**src/rtl/sram_seq_pkg.sv**
```systemverilog
package sram_seq_pkg;

    typedef enum logic {
        OP_WRITE = 1'b0,
        OP_RMW   = 1'b1
    } op_e;

    typedef enum logic [2:0] {
        ST_IDLE,
        ST_ADDR,
        ST_RDWAIT,
        ST_ODIS,
        ST_DRIVE,
        ST_PRE
    } st_e;

    typedef struct packed {
        logic en_n;
        logic cs_n;
        logic latch_n;
        logic we_n;
        logic oe;
    } strobe_t;

    function automatic int unsigned at_least_one(input int unsigned v);
        return (v == 0) ? 1 : v;
    endfunction

    function automatic int unsigned max5(input int unsigned a, input int unsigned b,
                                         input int unsigned c, input int unsigned d,
                                         input int unsigned e);
        int unsigned m;
        m = a;
        if (b > m) m = b;
        if (c > m) m = c;
        if (d > m) m = d;
        if (e > m) m = e;
        return m;
    endfunction

endpackage

```
**src/rtl/seq_delay.sv**
```systemverilog
module seq_delay #(
    parameter int CW = 4
) (
    input  logic          clk,
    input  logic          rst,
    input  logic          load,
    input  logic [CW-1:0] load_val,
    output logic          zero
);
    logic [CW-1:0] cnt_q;

    always_ff @(posedge clk) begin
        if (rst)               cnt_q <= '0;
        else if (load)         cnt_q <= load_val;
        else if (cnt_q != '0)  cnt_q <= cnt_q - 1'b1;
    end

    assign zero = (cnt_q == '0);


    no_underflow_chk: assert property (@(posedge clk) disable iff (rst)
        (!load && cnt_q == '0) |=> (cnt_q == '0));
endmodule

```
**src/rtl/seq_rdcap.sv**
```systemverilog
module seq_rdcap #(
    parameter int DW = 16
) (
    input  logic          clk,
    input  logic          rst,
    input  logic          samp,
    input  logic [DW-1:0] dq_i,
    output logic          rd_valid,
    output logic [DW-1:0] rd_data
);
    logic samp_d;

    always_ff @(posedge clk) begin
        if (rst) begin
            samp_d   <= 1'b0;
            rd_valid <= 1'b0;
            rd_data  <= '0;
        end else begin
            samp_d   <= samp;
            rd_valid <= samp_d;
            if (samp) rd_data <= dq_i;
        end
    end


    rd_hold_chk: assert property (@(posedge clk) disable iff (rst)
        rd_valid |-> $stable(rd_data));
endmodule

```
**src/rtl/seq_ctrl.sv**
```systemverilog
module seq_ctrl
    import sram_seq_pkg::*;
#(
    parameter int AW      = 8,
    parameter int DW      = 16,
    parameter int CW      = 2,
    parameter int D_ADDR  = 1,
    parameter int D_RDEN  = 1,
    parameter int D_ODIS  = 1,
    parameter int D_DRIVE = 1,
    parameter int D_PRE   = 1
) (
    input  logic          clk,
    input  logic          rst,
    input  logic          req_valid,
    input  logic          req_op,
    input  logic          req_burst,
    input  logic [AW-1:0] req_addr,
    input  logic [DW-1:0] req_wdata,
    output logic          req_ready,
    input  logic          tmr_zero,
    output logic          tmr_load,
    output logic [CW-1:0] tmr_val,
    output strobe_t       strb,
    output logic [AW-1:0] addr_o,
    output logic [DW-1:0] data_o,
    output logic          samp
);
    st_e           state_q, state_d;
    op_e           op_q;
    logic          burst_q, hold_q;
    logic [AW-1:0] addr_q;
    logic [DW-1:0] data_q;
    logic          skip_gap;

    assign skip_gap = hold_q && (op_q == OP_WRITE);

    always_comb begin
        state_d = state_q;
        unique case (state_q)
            ST_IDLE:   if (req_valid) state_d = ST_ADDR;
            ST_ADDR:   if (tmr_zero) begin
                           if (op_q == OP_RMW) state_d = ST_RDWAIT;
                           else if (skip_gap)  state_d = ST_DRIVE;
                           else                state_d = ST_ODIS;
                       end
            ST_RDWAIT: if (tmr_zero) state_d = ST_ODIS;
            ST_ODIS:   if (tmr_zero) state_d = ST_DRIVE;
            ST_DRIVE:  if (tmr_zero) state_d = ST_PRE;
            ST_PRE:    if (tmr_zero) state_d = ST_IDLE;
            default:   state_d = ST_IDLE;
        endcase
    end

    always_comb begin
        tmr_load = (state_d != state_q);
        unique case (state_d)
            ST_ADDR:   tmr_val = CW'(D_ADDR - 1);
            ST_RDWAIT: tmr_val = CW'(D_RDEN - 1);
            ST_ODIS:   tmr_val = CW'(D_ODIS - 1);
            ST_DRIVE:  tmr_val = CW'(D_DRIVE - 1);
            ST_PRE:    tmr_val = CW'(D_PRE - 1);
            default:   tmr_val = '0;
        endcase
    end

    always_ff @(posedge clk) begin
        if (rst) begin
            state_q <= ST_IDLE;
            op_q    <= OP_WRITE;
            burst_q <= 1'b0;
            hold_q  <= 1'b0;
            addr_q  <= '0;
            data_q  <= '0;
        end else begin
            state_q <= state_d;
            if (state_q == ST_IDLE && req_valid) begin
                op_q    <= op_e'(req_op);
                burst_q <= req_burst;
                addr_q  <= req_addr;
                data_q  <= req_wdata;
            end
            if (state_q == ST_PRE && tmr_zero) hold_q <= burst_q;
        end
    end

    always_comb begin
        strb = '{en_n: 1'b1, cs_n: 1'b1, latch_n: 1'b1, we_n: ~hold_q, oe: 1'b0};
        unique case (state_q)
            ST_ADDR: begin
                strb.latch_n = 1'b0;
                strb.we_n    = ~skip_gap;
            end
            ST_RDWAIT: strb = '{en_n: 1'b0, cs_n: 1'b0, latch_n: 1'b0, we_n: 1'b1, oe: 1'b0};
            ST_ODIS:   strb = '{en_n: 1'b0, cs_n: 1'b0, latch_n: 1'b0, we_n: 1'b0, oe: 1'b0};
            ST_DRIVE:  strb = '{en_n: 1'b0, cs_n: 1'b0, latch_n: 1'b0, we_n: 1'b0, oe: 1'b1};
            ST_PRE:    strb.we_n = ~burst_q;
            default:   ;
        endcase
    end

    assign req_ready = (state_q == ST_IDLE);
    assign addr_o    = addr_q;
    assign data_o    = data_q;
    assign samp      = (state_q == ST_RDWAIT) && tmr_zero;


    rmw_sample_chk: assert property (@(posedge clk) disable iff (rst)
        samp |-> (op_q == OP_RMW) && !strb.en_n && strb.we_n);


    gap_skip_chk: assert property (@(posedge clk) disable iff (rst)
        (state_q == ST_DRIVE && $past(state_q) == ST_ADDR) |-> $past(hold_q) && (op_q == OP_WRITE));
endmodule

```
**src/rtl/sram_strobe_seq.sv**
```systemverilog
module sram_strobe_seq
    import sram_seq_pkg::*;
#(
    parameter int ADDR_W  = 8,
    parameter int DATA_W  = 16,
    parameter int T_ADDR  = 1,
    parameter int T_RDEN  = 2,
    parameter int T_ODIS  = 1,
    parameter int T_DRIVE = 2,
    parameter int T_PRE   = 1
) (
    input  logic              clk,
    input  logic              rst,
    input  logic              req_valid,
    output logic              req_ready,
    input  logic              req_op,
    input  logic              req_burst,
    input  logic [ADDR_W-1:0] req_addr,
    input  logic [DATA_W-1:0] req_wdata,
    output logic              rd_valid,
    output logic [DATA_W-1:0] rd_data,
    output logic [ADDR_W-1:0] mem_addr,
    output logic              mem_en_n,
    output logic              mem_cs_n,
    output logic              mem_latch_n,
    output logic              mem_we_n,
    output logic [DATA_W-1:0] mem_dq_o,
    output logic              mem_dq_oe,
    input  logic [DATA_W-1:0] mem_dq_i
);
    localparam int unsigned DA = at_least_one(T_ADDR);
    localparam int unsigned DR = at_least_one(T_RDEN);
    localparam int unsigned DO = at_least_one(T_ODIS);
    localparam int unsigned DD = at_least_one(T_DRIVE);
    localparam int unsigned DP = at_least_one(T_PRE);
    localparam int unsigned DMAX = max5(DA, DR, DO, DD, DP);
    localparam int CW = (DMAX > 1) ? $clog2(DMAX) : 1;

    logic          tmr_zero, tmr_load, samp;
    logic [CW-1:0] tmr_val;
    strobe_t       strb;

    seq_ctrl #(
        .AW(ADDR_W), .DW(DATA_W), .CW(CW),
        .D_ADDR(DA), .D_RDEN(DR), .D_ODIS(DO), .D_DRIVE(DD), .D_PRE(DP)
    ) u_ctrl (
        .clk(clk), .rst(rst),
        .req_valid(req_valid), .req_op(req_op), .req_burst(req_burst),
        .req_addr(req_addr), .req_wdata(req_wdata), .req_ready(req_ready),
        .tmr_zero(tmr_zero), .tmr_load(tmr_load), .tmr_val(tmr_val),
        .strb(strb), .addr_o(mem_addr), .data_o(mem_dq_o), .samp(samp)
    );

    seq_delay #(.CW(CW)) u_delay (
        .clk(clk), .rst(rst), .load(tmr_load), .load_val(tmr_val), .zero(tmr_zero)
    );

    seq_rdcap #(.DW(DATA_W)) u_rdcap (
        .clk(clk), .rst(rst), .samp(samp), .dq_i(mem_dq_i),
        .rd_valid(rd_valid), .rd_data(rd_data)
    );

    assign mem_en_n    = strb.en_n;
    assign mem_cs_n    = strb.cs_n;
    assign mem_latch_n = strb.latch_n;
    assign mem_we_n    = strb.we_n;
    assign mem_dq_oe   = strb.oe;


    addr_capture_chk: assert property (@(posedge clk) disable iff (rst)
        $fell(mem_en_n) |-> $stable(mem_addr) && !mem_latch_n);


    addr_hold_chk: assert property (@(posedge clk) disable iff (rst)
        (!mem_en_n && $past(!mem_en_n)) |-> $stable(mem_addr));


    strobe_pair_chk: assert property (@(posedge clk) disable iff (rst)
        mem_en_n == mem_cs_n);


    bus_release_chk: assert property (@(posedge clk) disable iff (rst)
        $rose(mem_en_n) |-> !mem_dq_oe && $past(mem_dq_oe));


    drive_window_chk: assert property (@(posedge clk) disable iff (rst)
        mem_dq_oe |-> !mem_we_n && !mem_en_n && !mem_cs_n);


    ready_idle_chk: assert property (@(posedge clk) disable iff (rst)
        req_ready |-> mem_en_n && !mem_dq_oe);


    precharge_chk: assert property (@(posedge clk) disable iff (rst)
        $rose(req_ready) |-> $past(mem_en_n) && $past(mem_latch_n));


    rdvalid_window_chk: assert property (@(posedge clk) disable iff (rst)
        rd_valid |-> !mem_en_n && !mem_we_n);
endmodule

```
**config.mk**
```make
export PLATFORM = sky130hd
export DESIGN_NAME = sram_strobe_seq
export DESIGN_NICKNAME = d
export VERILOG_FILES = /design/src/rtl/sram_seq_pkg.sv /design/src/rtl/seq_delay.sv /design/src/rtl/seq_rdcap.sv /design/src/rtl/seq_ctrl.sv /design/src/rtl/sram_strobe_seq.sv
export SDC_FILE = /design/constraint.sdc
export NUM_CORES = 1
export LEC_CHECK = 0
export BUFFER_PORTS_ARGS = -buffer_cell sky130_fd_sc_hd__clkbuf_2
export CAP_MARGIN = 10
export CORE_MARGIN = 10
export CORE_UTILIZATION = 49
export DETAILED_ROUTE_END_ITERATION = 10
export PLACE_DENSITY = 0.89
export REMOVE_ABC_BUFFERS = 1
export SLEW_MARGIN = 0
export SYNTH_ARGS = -nofsm -noshare
export SYNTH_HDL_FRONTEND = slang
export SYNTH_SLANG_ARGS = --single-unit
```
**constraint.sdc**
```tcl
create_clock -name clk -period 2.14 [get_ports clk]
set_input_delay 0.321 -clock clk [delete_from_list [all_inputs] [get_ports clk]]
set_output_delay 0.321 -clock clk [all_outputs]
set_load 0.1 [all_outputs]
```
# ---- Yosys cells after proc, flatten, opt, wreduce, memory -nomap -nowiden
# Cells that the tools add are included.
dict set report op_classes {
  add_sub_neg 1
  multipliers 0
  n_div 0
  order_cmp 0
  eq_ne 8
  shifts 0
  muxes 16
  bitwise 5
  n_reduce_logical 9
}
# operator n
set ops {}
lappend ops {{$mux 3} 8}
lappend ops {{$pmux 3 s6} 1}
lappend ops {{$eq 3x2->1 const B} 3}
lappend ops {{$eq 3x3->1 const B} 3}
lappend ops {{$mux 1} 5}
lappend ops {{$not 1->1} 5}
lappend ops {{$logic_and 1x1->1} 4}
lappend ops {{$pmux 1 s4} 1}
lappend ops {{$reduce_or 2->1} 2}
lappend ops {{$reduce_or 4->1} 1}
lappend ops {{$eq 3x1->1 const B} 1}
lappend ops {{$logic_not 3->1} 1}
lappend ops {{$ne 3x3->1} 1}
lappend ops {{$reduce_or 3->1} 1}
lappend ops {{$mux 2} 1}
lappend ops {{$sub 1x1->1 const B} 1}
dict set report word_totals {
  register_bits 49
  latchBits 0
  mem_bits_rw 0
  rom_bits 0
  input_bits 45
  word_cells 49
  mem_count 0
}

# ---- Logic depth before layout (Yosys ltp)
# Gate-level depths: netlist of the first run.
dict set report depth {
  word_depth 10
  mapped_depth 6
  mapped_depth_nobuf 3
}

# ---- Cells and area by module
# From an unflattened synthesis of the first run, not the netlist that was laid out.
dict set report hier_totals {
  cells_unflattened 226
  hier_area_um2 1975.6
}
# module n_inst cells_each area_each_um2 seq_area_each_um2
set modules_own_cells {}
lappend modules_own_cells {seq_ctrl 1 167 1308.8 600.6}
lappend modules_own_cells {seq_rdcap 1 56 634.4 360.3}
lappend modules_own_cells {seq_delay 1 3 32.5 20.0}

# ---- Worst setup path after synthesis of the first run
# No wires, ideal clock.
dict set report synth_timing {
  path_type {register to output}
  start {reg u_ctrl.state_q[1]}
  end {out mem_en_n}
  arrival_ps 4673
  required_ps 1819
  setup_slack_ps -2854
  path_stages_with_launch 6
  path_buffers 3
  cell_sequence {dfxtp_1 buf_6 clkbuf_1 nor3_1 a21oi_1 buf_4}
}
dict set report synth_between {
  elab_chain_len 3
  word_cells_on_any_way 5
  classes_between {eq/ne (3); mux (1); reduce/logical (1)}
}
# element line_no
set synth_rtl {}
lappend synth_rtl {{start: declaration} seq_ctrl.sv:29} ;# st_e state_q, state_d;
lappend synth_rtl {{start signal: assignment} seq_ctrl.sv:76} ;# state_q <= state_d;
lappend synth_rtl {{$eq 3x2->1 or $eq 3x3->1 (tied branches)} seq_ctrl.sv:89} ;# unique case (state_q)
lappend synth_rtl {{$reduce_or 3->1 (no source line) (*)} n/a}
lappend synth_rtl {{$mux 2 (*)} seq_ctrl.sv:89}
lappend synth_rtl {{end: declaration} sram_strobe_seq.sv:23} ;# output logic mem_en_n,
# Mark *: on every way between the ends. The rest lies on a longest branch, timed or not.

# ---- Worst setup path after layout of the first run
dict set report layout_timing {
  start {reg u_ctrl.state_q[2]}
  end {out mem_cs_n}
}
dict set report layout_between {
  elab_chain_len 3
  word_cells_on_any_way 5
  classes_between {eq/ne (3); mux (1); reduce/logical (1)}
}
# element line_no
set layout_rtl {}
lappend layout_rtl {{$eq 3x2->1 or $eq 3x3->1 (tied branches)} seq_ctrl.sv:89}
lappend layout_rtl {{$reduce_or 3->1 (no source line) (*)} n/a}
lappend layout_rtl {{$mux 2 (*)} seq_ctrl.sv:89}
lappend layout_rtl {{end: declaration} sram_strobe_seq.sv:24} ;# output logic mem_cs_n,
# Marks and branches as above.

==> results of run 1 <==
-- stage by stage --
step	instance area [µm²]	setup WS [ns]	utilization, %	TNS (ns)	hold WS, ns
2_1_floorplan	1795	-3.408	-	-11.53	0.3901
3_3_place_gp	2419	0.4527	64.61	0	0.4168
3_5_place_dp	2419	0.4041	64.61	0	0.4276
4_1_cts	2492	0.09862	66.58	0	0.2351
5_1_grt	2495	0.02166	66.64	0	0.2304
6_report	2495	0.1596	66.64	0	0.2402
-- power groups by stage --
| stage | logic [mW] | clock network, mW | registers, mW |
|---|---|---|---|
| finish | 2.66 | 0.484 | 1.26 |
| global route | 2.81 | 0.545 | 1.29 |
| CTS | 2.69 | 0.501 | 1.25 |
| detailed placement | 2.68 | 0 | 1.27 |
| global placement | 2.66 | 0 | 1.26 |
| floorplan | 0.924 | 0 | 2.36 |
-- worst min path at each step --
stage	depth (start not counted)	slack, ns	to	startpoint
5_1_grt	3	0.23	u_rdcap.rd_data[9]	mem_dq_i[9]
2_1_floorplan	1	0.39	u_ctrl.addr_o[0]	rst
3_5_place_dp	1	0.43	u_rdcap.rd_valid	u_rdcap.samp_d
3_3_place_gp	1	0.42	u_rdcap.rd_valid	u_rdcap.samp_d
6_report	3	0.24	u_ctrl.data_o[0]	req_wdata[0]
4_1_cts	3	0.24	u_ctrl.addr_o[3]	req_addr[3]
-- flip-flops by register name, summed over array words and instances (netlist names) --
name              flops
u_ctrl.state_q        3
u_ctrl.addr_o         8
u_rdcap.samp_d        1
u_ctrl.hold_q         1
u_ctrl.burst_q        1
u_rdcap.rd_data      16
u_ctrl.data_o        16
u_ctrl.op_q           1
u_rdcap.rd_valid      1
u_delay.cnt_q         1
-- synth_stat cells (all sizes together) --
master,count
or4b,3
a21oi,43
xor2,1
o21ai,4
o41ai,1
nor2,5
a22oi,1
dfxtp,49
or3,1
nand2b,3
buf,12
o311ai,1
nor3,3
clkbuf,7
a211oi,1
inv,1
a2bb2oi,1
nand2,87
mux2i,1
nor4bb,1
nor2b,4
nor4b,2
nor4,1
o211ai,1
-- critical path, stage by stage (launching register included) --
cell	delay [ns]
sky130_fd_sc_hd__dfxtp_1	0.56
sky130_fd_sc_hd__inv_1	0.16
sky130_fd_sc_hd__a21oi_1	0.42
sky130_fd_sc_hd__buf_12	0.23
-- logic make-up (layout without fill, tap and decap cells) --
family                 after synthesis  count (layout)  synth area share (%)
multiplexers                         1               1                0.5138
flip-flops                          49              49                 50.35
AO/OA/AOI/OAI                       53              53                 14.58
XOR/XNOR                             1               1                0.4497
buffers and inverters               20             104                 8.029
AND/OR/NAND/NOR                    110             110                 26.08
-- metal layers --
layer / up-vias / GRT usage (%) / part of all wire [%]
li1: 935 / - / -
met1: 807 / 14.75 / 38
met2: 80 / 21.44 / 44
met3: 6 / 12.01 / 17
met4: 0 / 3.692 / 0.98
met5: - / 0 / 0
-- area by class of cell --
cell class	count	area share [%]
sequential	49	39.42
multi-input combinational	165	32.50
timing repair buffer	97	22.57
clock buffer	5	2.758
tap	48	2.407
clock inverter	1	0.2006
inverter	1	0.1505
-- repair_timing --
item	in CTS	in global routing
resized for setup	0	2
setup buffers	0	0
setup endpoints to repair	0	1
==> out/qor.json, run 1 <==
{
  "drv_cap": 0,
  "grt_util_all_layers_pct": 14.28,
  "vias": 1828,
  "yosysWarnings": 0,
  "reg2reg_setup_slack_ns": 0.50,
  "drc": 0,
  "clk_latency_ns": 0.29,
  "via_count_of_the_first_global_routing_pass": 1808,
  "grt_antenna_before_repair": 0,
  "endpoint": "mem_cs_n",
  "worst-setup-path-type": "reg2out",
  "period_needed_ns": 1.980,
  "grt_first_pass_wirelength_um": 8431,
  "final-seq-area_um2": 983.4,
  "fp.dieArea_mm2": 0.006898,
  "cts.htree.levels": 2,
  "worstReg2RegStart": "u_ctrl.state_q[2]",
  "slew_viol_final": 0,
  "p_int_mw": 1.866,
  "worst_slew_pin_tran_ns": 0.5687,
  "synth_seq_cells": 49,
  "core_region_mm2": 0.003744,
  "hold_violations_final": 0,
  "pwr-share-comb_pct": 60.5,
  "diodes": 0,
  "clock_path_buffers": 2,
  "routed_wire_length_per_instance_um": 13.72,
  "layout.cells.most_common_list": "sky130_fd_sc_hd__nand2_1 (87), sky130_fd_sc_hd__clkbuf_2 (86), sky130_fd_sc_hd__dfxtp_1 (47)",
  "r2r_cells": 4,
  "final-instance-count-excl-fill": 366,
  "setup.worst_path.end_class": "output pin",
  "sequentialPowerShare_pct": 28.6,
  "cell_chosen_for_the_clock_root": "sky130_fd_sc_hd__clkbuf_8",
  "post-route-period-util_pct": 92.54,
  "synth_top_area_share_pct": 50.35,
  "clock-skew-final_ns": 0.004403,
  "routed_wl_um": 5023,
  "cts_num_sinks": 49,
  "netlist_instances": 234,
  "chipHeight_um": 83.06,
  "cts_inserted_buffers": 5,
  "placed_cells_incl_taps": 360,
  "post_synth_main_area_contributors": "sky130_fd_sc_hd__dfxtp_1 (50%), sky130_fd_sc_hd__nand2_1 (17%), sky130_fd_sc_hd__a21oi_1 (11%)",
  "fmax_mhz": 505.0,
  "num_io_pins": 92,
  "filler_cell_count": 339,
  "worstSetupStartpoint": "u_ctrl.state_q[2]",
  "clock_power_share_pct": 11.0,
  "data_required_time_of_the_worst_path_ns": 1.82,
  "floorplan.rows": 22,
  "layout.cells.most_common": "sky130_fd_sc_hd__nand2_1",
  "rsz0062_at_grt": "no",
  "cts_tree": "yes",
  "synth_top_cell_by_area": "sky130_fd_sc_hd__dfxtp_1",
  "overall_power_after_layout_mw": 4.407,
  "vias_per_instance": 4.995,
  "grt_remaining_overflow": 0,
  "total_switching_power_mw": 2.540,
  "postSynthAreaPerCell_um2": 8.325,
  "critPathArrivalTime_ns": 1.66,
  "horizontal_extent_of_the_die_um": 83.06,
  "worst_ir_drop_on_vdd_v": 0.001092,
  "worst_setup_hold_path_clk_slew_ns": 0.08,
  "synth_sequential_area_ratio_pct": 50.35,
  "drive_gt1_share_pct": 34.28,
  "largest_net_degree_at_the_start_of_global_routing": 51,
  "io_buffers": 91,
  "worst_slew_margin_rel_pct": 62.25,
  "worstHoldPathType": "in2reg",
  "hpwlAfterDp_um": 3818,
  "route.antenna.remaining_nets": 0,
  "power.switching_fraction_pct": 57.65,
  "worstSetupStartpointType": "flop",
  "finalSetupViolations": 0,
  "final_nets": 364,
  "gpl.final_weighted_congestion": 0.7976,
  "power.leakage_nw": 1.113,
  "status": "finished clean",
  "post_synth_instance_area_mm2": 0.001948,
  "multi_input_comb_area_um2": 810.8,
  "end_of_the_worst_register_to_register_path": "u_ctrl.addr_o[4]",
  "critPathMaxFanout": 11,
  "initial_core_util_pct": 52.04,
  "drt-initial-drc-count": 71,
  "yosysUniqueCellTypes": 29,
  "drt-pass1-iter-count": 4,
  "power-per-cell-area_mw_per_mm2": 1766,
  "area_growth_pct": 28.07,
  "post_cts_hold_buffer_count": 0
}
No activity file was read; power rests on OpenSTA's default activity.
==> inputs of run 2 (changes only) <==
--- a/config.mk
+++ b/config.mk
@@ -8,9 +8,9 @@
 export BUFFER_PORTS_ARGS = -buffer_cell sky130_fd_sc_hd__clkbuf_2
 export CAP_MARGIN = 10
 export CORE_MARGIN = 10
-export CORE_UTILIZATION = 49
+export CORE_UTILIZATION = 37
 export DETAILED_ROUTE_END_ITERATION = 10
-export PLACE_DENSITY = 0.89
+export PLACE_DENSITY = 0.71
 export REMOVE_ABC_BUFFERS = 1
 export SLEW_MARGIN = 0
 export SYNTH_ARGS = -nofsm -noshare
==> run 2 against run 1 <==
  * Routed wire length grew 1.9%
  * Via count shrank 1.9%
  * Final cell count grew 7.1%
  * Setup slack gained 0.0014 ns
  * Hold slack lost 0.014 ns
  * Total power grew 3.3%
  * Register-to-register slack lost 0.05 ns
  * Flip-flop and latch count is the same
  * Clock skew grew 0.0028 ns
  * Critical endpoint is now mem_we_n
  * Largest cell class unchanged
  * Largest power group unchanged
==> out/qor.json, run 2 (synthesized netlist as in run 1, its figures left out) <==
{
  "cts_num_sinks": {"value": 49, "change": "unchanged"},
  "slew_viol_final": {"value": 0, "change": "unchanged"},
  "cts.htree.levels": {"value": 2, "change": "unchanged"},
  "hold_start": {"value": "req_addr[6]", "change": "was req_wdata[0]"},
  "hold_violations_final": {"value": 0, "change": "unchanged"},
  "worstReg2RegStart": {"value": "u_ctrl.state_q[0]", "change": "was u_ctrl.state_q[2]"},
  "grt_util_all_layers": {"value": 12.01, "unit": "%", "change": "was 14.28%"},
  "worst_slew_pin_tran": {"value": 0.5754, "unit": "ns", "change": "was 0.5687 ns"},
  "power.leakage": {"value": 1.129, "unit": "nW", "change": "was 1.113 nW"},
  "vias": {"value": 1793, "change": "was 1828"},
  "post_cts_hold_buffer_count": {"value": 0, "change": "unchanged"},
  "finalSetupViolations": {"value": 0, "change": "unchanged"},
  "largest_net_degree_at_the_start_of_global_routing": {"value": 29, "change": "was 51"},
  "worst_setup_hold_path_clk_slew": {"value": 0.09, "unit": "ns", "change": "was 0.08 ns"},
  "fmax": {"value": 505.3, "unit": "MHz", "change": "was 505.0 MHz"},
  "data_required_time_of_the_worst_path": {"value": 1.82, "unit": "ns", "change": "about the same"},
  "clock_power_share": {"value": 14.9, "unit": "%", "change": "was 11.0%"},
  "critPathMaxFanout": {"value": 13, "change": "was 11"},
  "drc": {"value": 0, "change": "unchanged"},
  "sequentialPowerShare": {"value": 27.7, "unit": "%", "change": "was 28.6%"},
  "setup.worst_path.end_class": {"value": "output pin", "change": "unchanged"},
  "drv_cap": {"value": 0, "change": "unchanged"},
  "rsz0062_at_grt": {"value": "no", "change": "unchanged"},
  "power-per-cell-area": {"value": 1779, "unit": "mW/mm²", "change": "was 1766 mW/mm²"},
  "overall_power_after_layout": {"value": 4.551, "unit": "mW", "change": "was 4.407 mW"},
  "grt_remaining_overflow": {"value": 0, "change": "unchanged"},
  "floorplan.rows": {"value": 26, "change": "was 22"},
  "clock-skew-final": {"value": 0.007196, "unit": "ns", "change": "was 0.004403 ns"},
  "io_buffers": {"value": 91, "change": "unchanged"},
  "final_nets": {"value": 366, "change": "was 364"},
  "chipHeight": {"value": 92.56, "unit": "µm", "change": "was 83.06 µm"},
  "pwr-share-comb": {"value": 57.4, "unit": "%", "change": "was 60.5%"},
  "final_core_utilization": {"value": 50.10, "unit": "%", "change": "was 66.64%"},
  "cts_tree": {"value": "yes", "change": "unchanged"},
  "hpwlAfterDp": {"value": 3917, "unit": "µm", "change": "was 3818 µm"},
  "status": {"value": "finished clean", "change": "unchanged"},
  "power.switching_fraction": {"value": 56.32, "unit": "%", "change": "was 57.65%"},
  "drive_gt1_share": {"value": 35.09, "unit": "%", "change": "was 34.28%"},
  "via_count_of_the_first_global_routing_pass": {"value": 1815, "change": "was 1808"},
  "worst_slew_margin_rel": {"value": 61.81, "unit": "%", "change": "was 62.25%"},
  "worstHoldPathType": {"value": "in2reg", "change": "unchanged"},
  "area_growth": {"value": 31.34, "unit": "%", "change": "was 28.07%"},
  "num_io_pins": {"value": 92, "change": "unchanged"},
  "worst-setup-path-type": {"value": "reg2out", "change": "unchanged"},
  "clock_path_buffers": {"value": 2, "change": "unchanged"},
  "worstSetupStartpointType": {"value": "flop", "change": "unchanged"},
  "total_switching_power": {"value": 2.563, "unit": "mW", "change": "was 2.540 mW"},
  "layout.cells.most_common": {"value": "sky130_fd_sc_hd__nand2_1", "change": "unchanged"},
  "layout.cells.most_common_list": {"value": "sky130_fd_sc_hd__nand2_1 (87), sky130_fd_sc_hd__clkbuf_2 (86), sky130_fd_sc_hd__dfxtp_1 (47)", "change": "unchanged"},
  "worst_ir_drop_on_vdd": {"value": 0.001181, "unit": "V", "change": "was 0.001092 V"},
  "route.antenna.remaining_nets": {"value": 0, "change": "unchanged"},
  "cts_inserted_buffers": {"value": 5, "change": "unchanged"},
  "gpl.final_weighted_congestion": {"value": 0.7186, "change": "was 0.7976"},
  "diodes": {"value": 0, "change": "unchanged"},
  "fp.dieArea": {"value": 0.008567, "unit": "mm²", "change": "was 0.006898 mm²"},
  "postCtsSetupRepairBufs": {"value": 0, "change": "unchanged"},
  "routed_wire_length_per_instance": {"value": 13.05, "unit": "µm", "change": "was 13.72 µm"},
  "cell_chosen_for_the_clock_root": {"value": "sky130_fd_sc_hd__clkbuf_8", "change": "unchanged"},
  "routed_wl": {"value": 5116, "unit": "µm", "change": "was 5023 µm"},
  "drt-initial-drc-count": {"value": 74, "change": "was 71"},
  "critPathArrivalTime": {"value": 1.66, "unit": "ns", "change": "about the same"},
  "horizontal_extent_of_the_die": {"value": 92.56, "unit": "µm", "change": "was 83.06 µm"},
  "p_int": {"value": 1.988, "unit": "mW", "change": "was 1.866 mW"},
  "vias_per_instance": {"value": 4.574, "change": "was 4.995"},
  "grt_antenna_before_repair": {"value": 0, "change": "unchanged"},
  "post-route-period-util": {"value": 92.47, "unit": "%", "change": "was 92.54%"},
  "drt-pass1-iter-count": {"value": 4, "change": "unchanged"},
  "period_needed": {"value": 1.979, "unit": "ns", "change": "was 1.980 ns"},
  "worstSetupStartpoint": {"value": "u_ctrl.state_q[0]", "change": "was u_ctrl.state_q[2]"},
  "clk_latency": {"value": 0.30, "unit": "ns", "change": "was 0.29 ns"},
  "initial_core_util": {"value": 38.14, "unit": "%", "change": "was 52.04%"},
  "placed_cells_incl_taps": {"value": 384, "change": "was 360"},
  "core_region": {"value": 0.005107, "unit": "mm²", "change": "was 0.003744 mm²"},
  "final-instance-count-excl-fill": {"value": 392, "change": "was 366"},
  "grt_first_pass_wirelength": {"value": 8521, "unit": "µm", "change": "was 8431 µm"}
}
## run 2: cell types whose count changed in the layout (fill, tap and decap cells not counted)
cell	change
sky130_fd_sc_hd__buf_12	-2
sky130_fd_sc_hd__buf_4	+2
sky130_fd_sc_hd__bufinv_16	+1
sky130_fd_sc_hd__clkbuf_4	+2
sky130_fd_sc_hd__clkbuf_8	+1
sky130_fd_sc_hd__clkinv_2	-1
sky130_fd_sc_hd__clkinvlp_4	+1
## run 2: path summary, 6_finish.rpt
check                            end  slack (ns)  cells past startpoint
setup / recovery            mem_we_n        0.16                      3
hold / removal      u_ctrl.addr_o[6]        0.23                      3
setup reg to reg  u_rdcap.rd_data[1]        0.45                      3
hold reg to reg     u_rdcap.rd_valid        0.45                      1
## run 2: cell type report
type / instances / area (µm²)
multi-input combinational: 165 / 810.8
clock buffer: 6 / 82.58
clock inverter: 2 / 37.54
timing repair buffer: 99 / 553.0
fill: 518 / 2549
inverter: 1 / 3.754
sequential: 49 / 983.4
tap: 70 / 87.58
## run 2: per-stage QoR
step | setup slack [ns] | hold slack, ns | setup TNS [ns] | instance area, µm²
final | 0.1611 | 0.2257 | 0 | 2559
after global routing | 0.01524 | 0.2187 | 0 | 2559
after CTS | 0.01401 | 0.2164 | 0 | 2556
after detailed placement | 0.3204 | 0.4327 | 0 | 2431
after global placement | 0.3664 | 0.4206 | 0 | 2431
after floorplan | -3.408 | 0.3901 | -11.53 | 1795
## run 2: timing repair
action | in CTS | in global routing
hold endpoints to repair | 0 | 0
pin swaps | 0 | 0
resized for setup | 2 | 2
setup endpoints to repair | 2 | 3
## run 2: power by group through the flow
stage	Combinational (mW)	Clock [mW]	Sequential, mW
finish	2.61	0.679	1.26
global route	2.77	0.744	1.29
CTS	2.64	0.710	1.26
detailed placement	2.63	0	1.28
global placement	2.61	0	1.27
floorplan	0.924	0	2.36
## run 2: critical path: stages, from the launching register on
cell	delay, ns
sky130_fd_sc_hd__dfxtp_1	0.64
sky130_fd_sc_hd__o211ai_1	0.15
sky130_fd_sc_hd__o21ai_0	0.34
sky130_fd_sc_hd__buf_12	0.22
## run 2: routing by layer
metal  part of all wire, %  global-route usage, %
met1                    45                  13.55
met2                    41                  18.12
met3                    13                  7.264
met4                   1.6                  4.627
met5                     0                      0
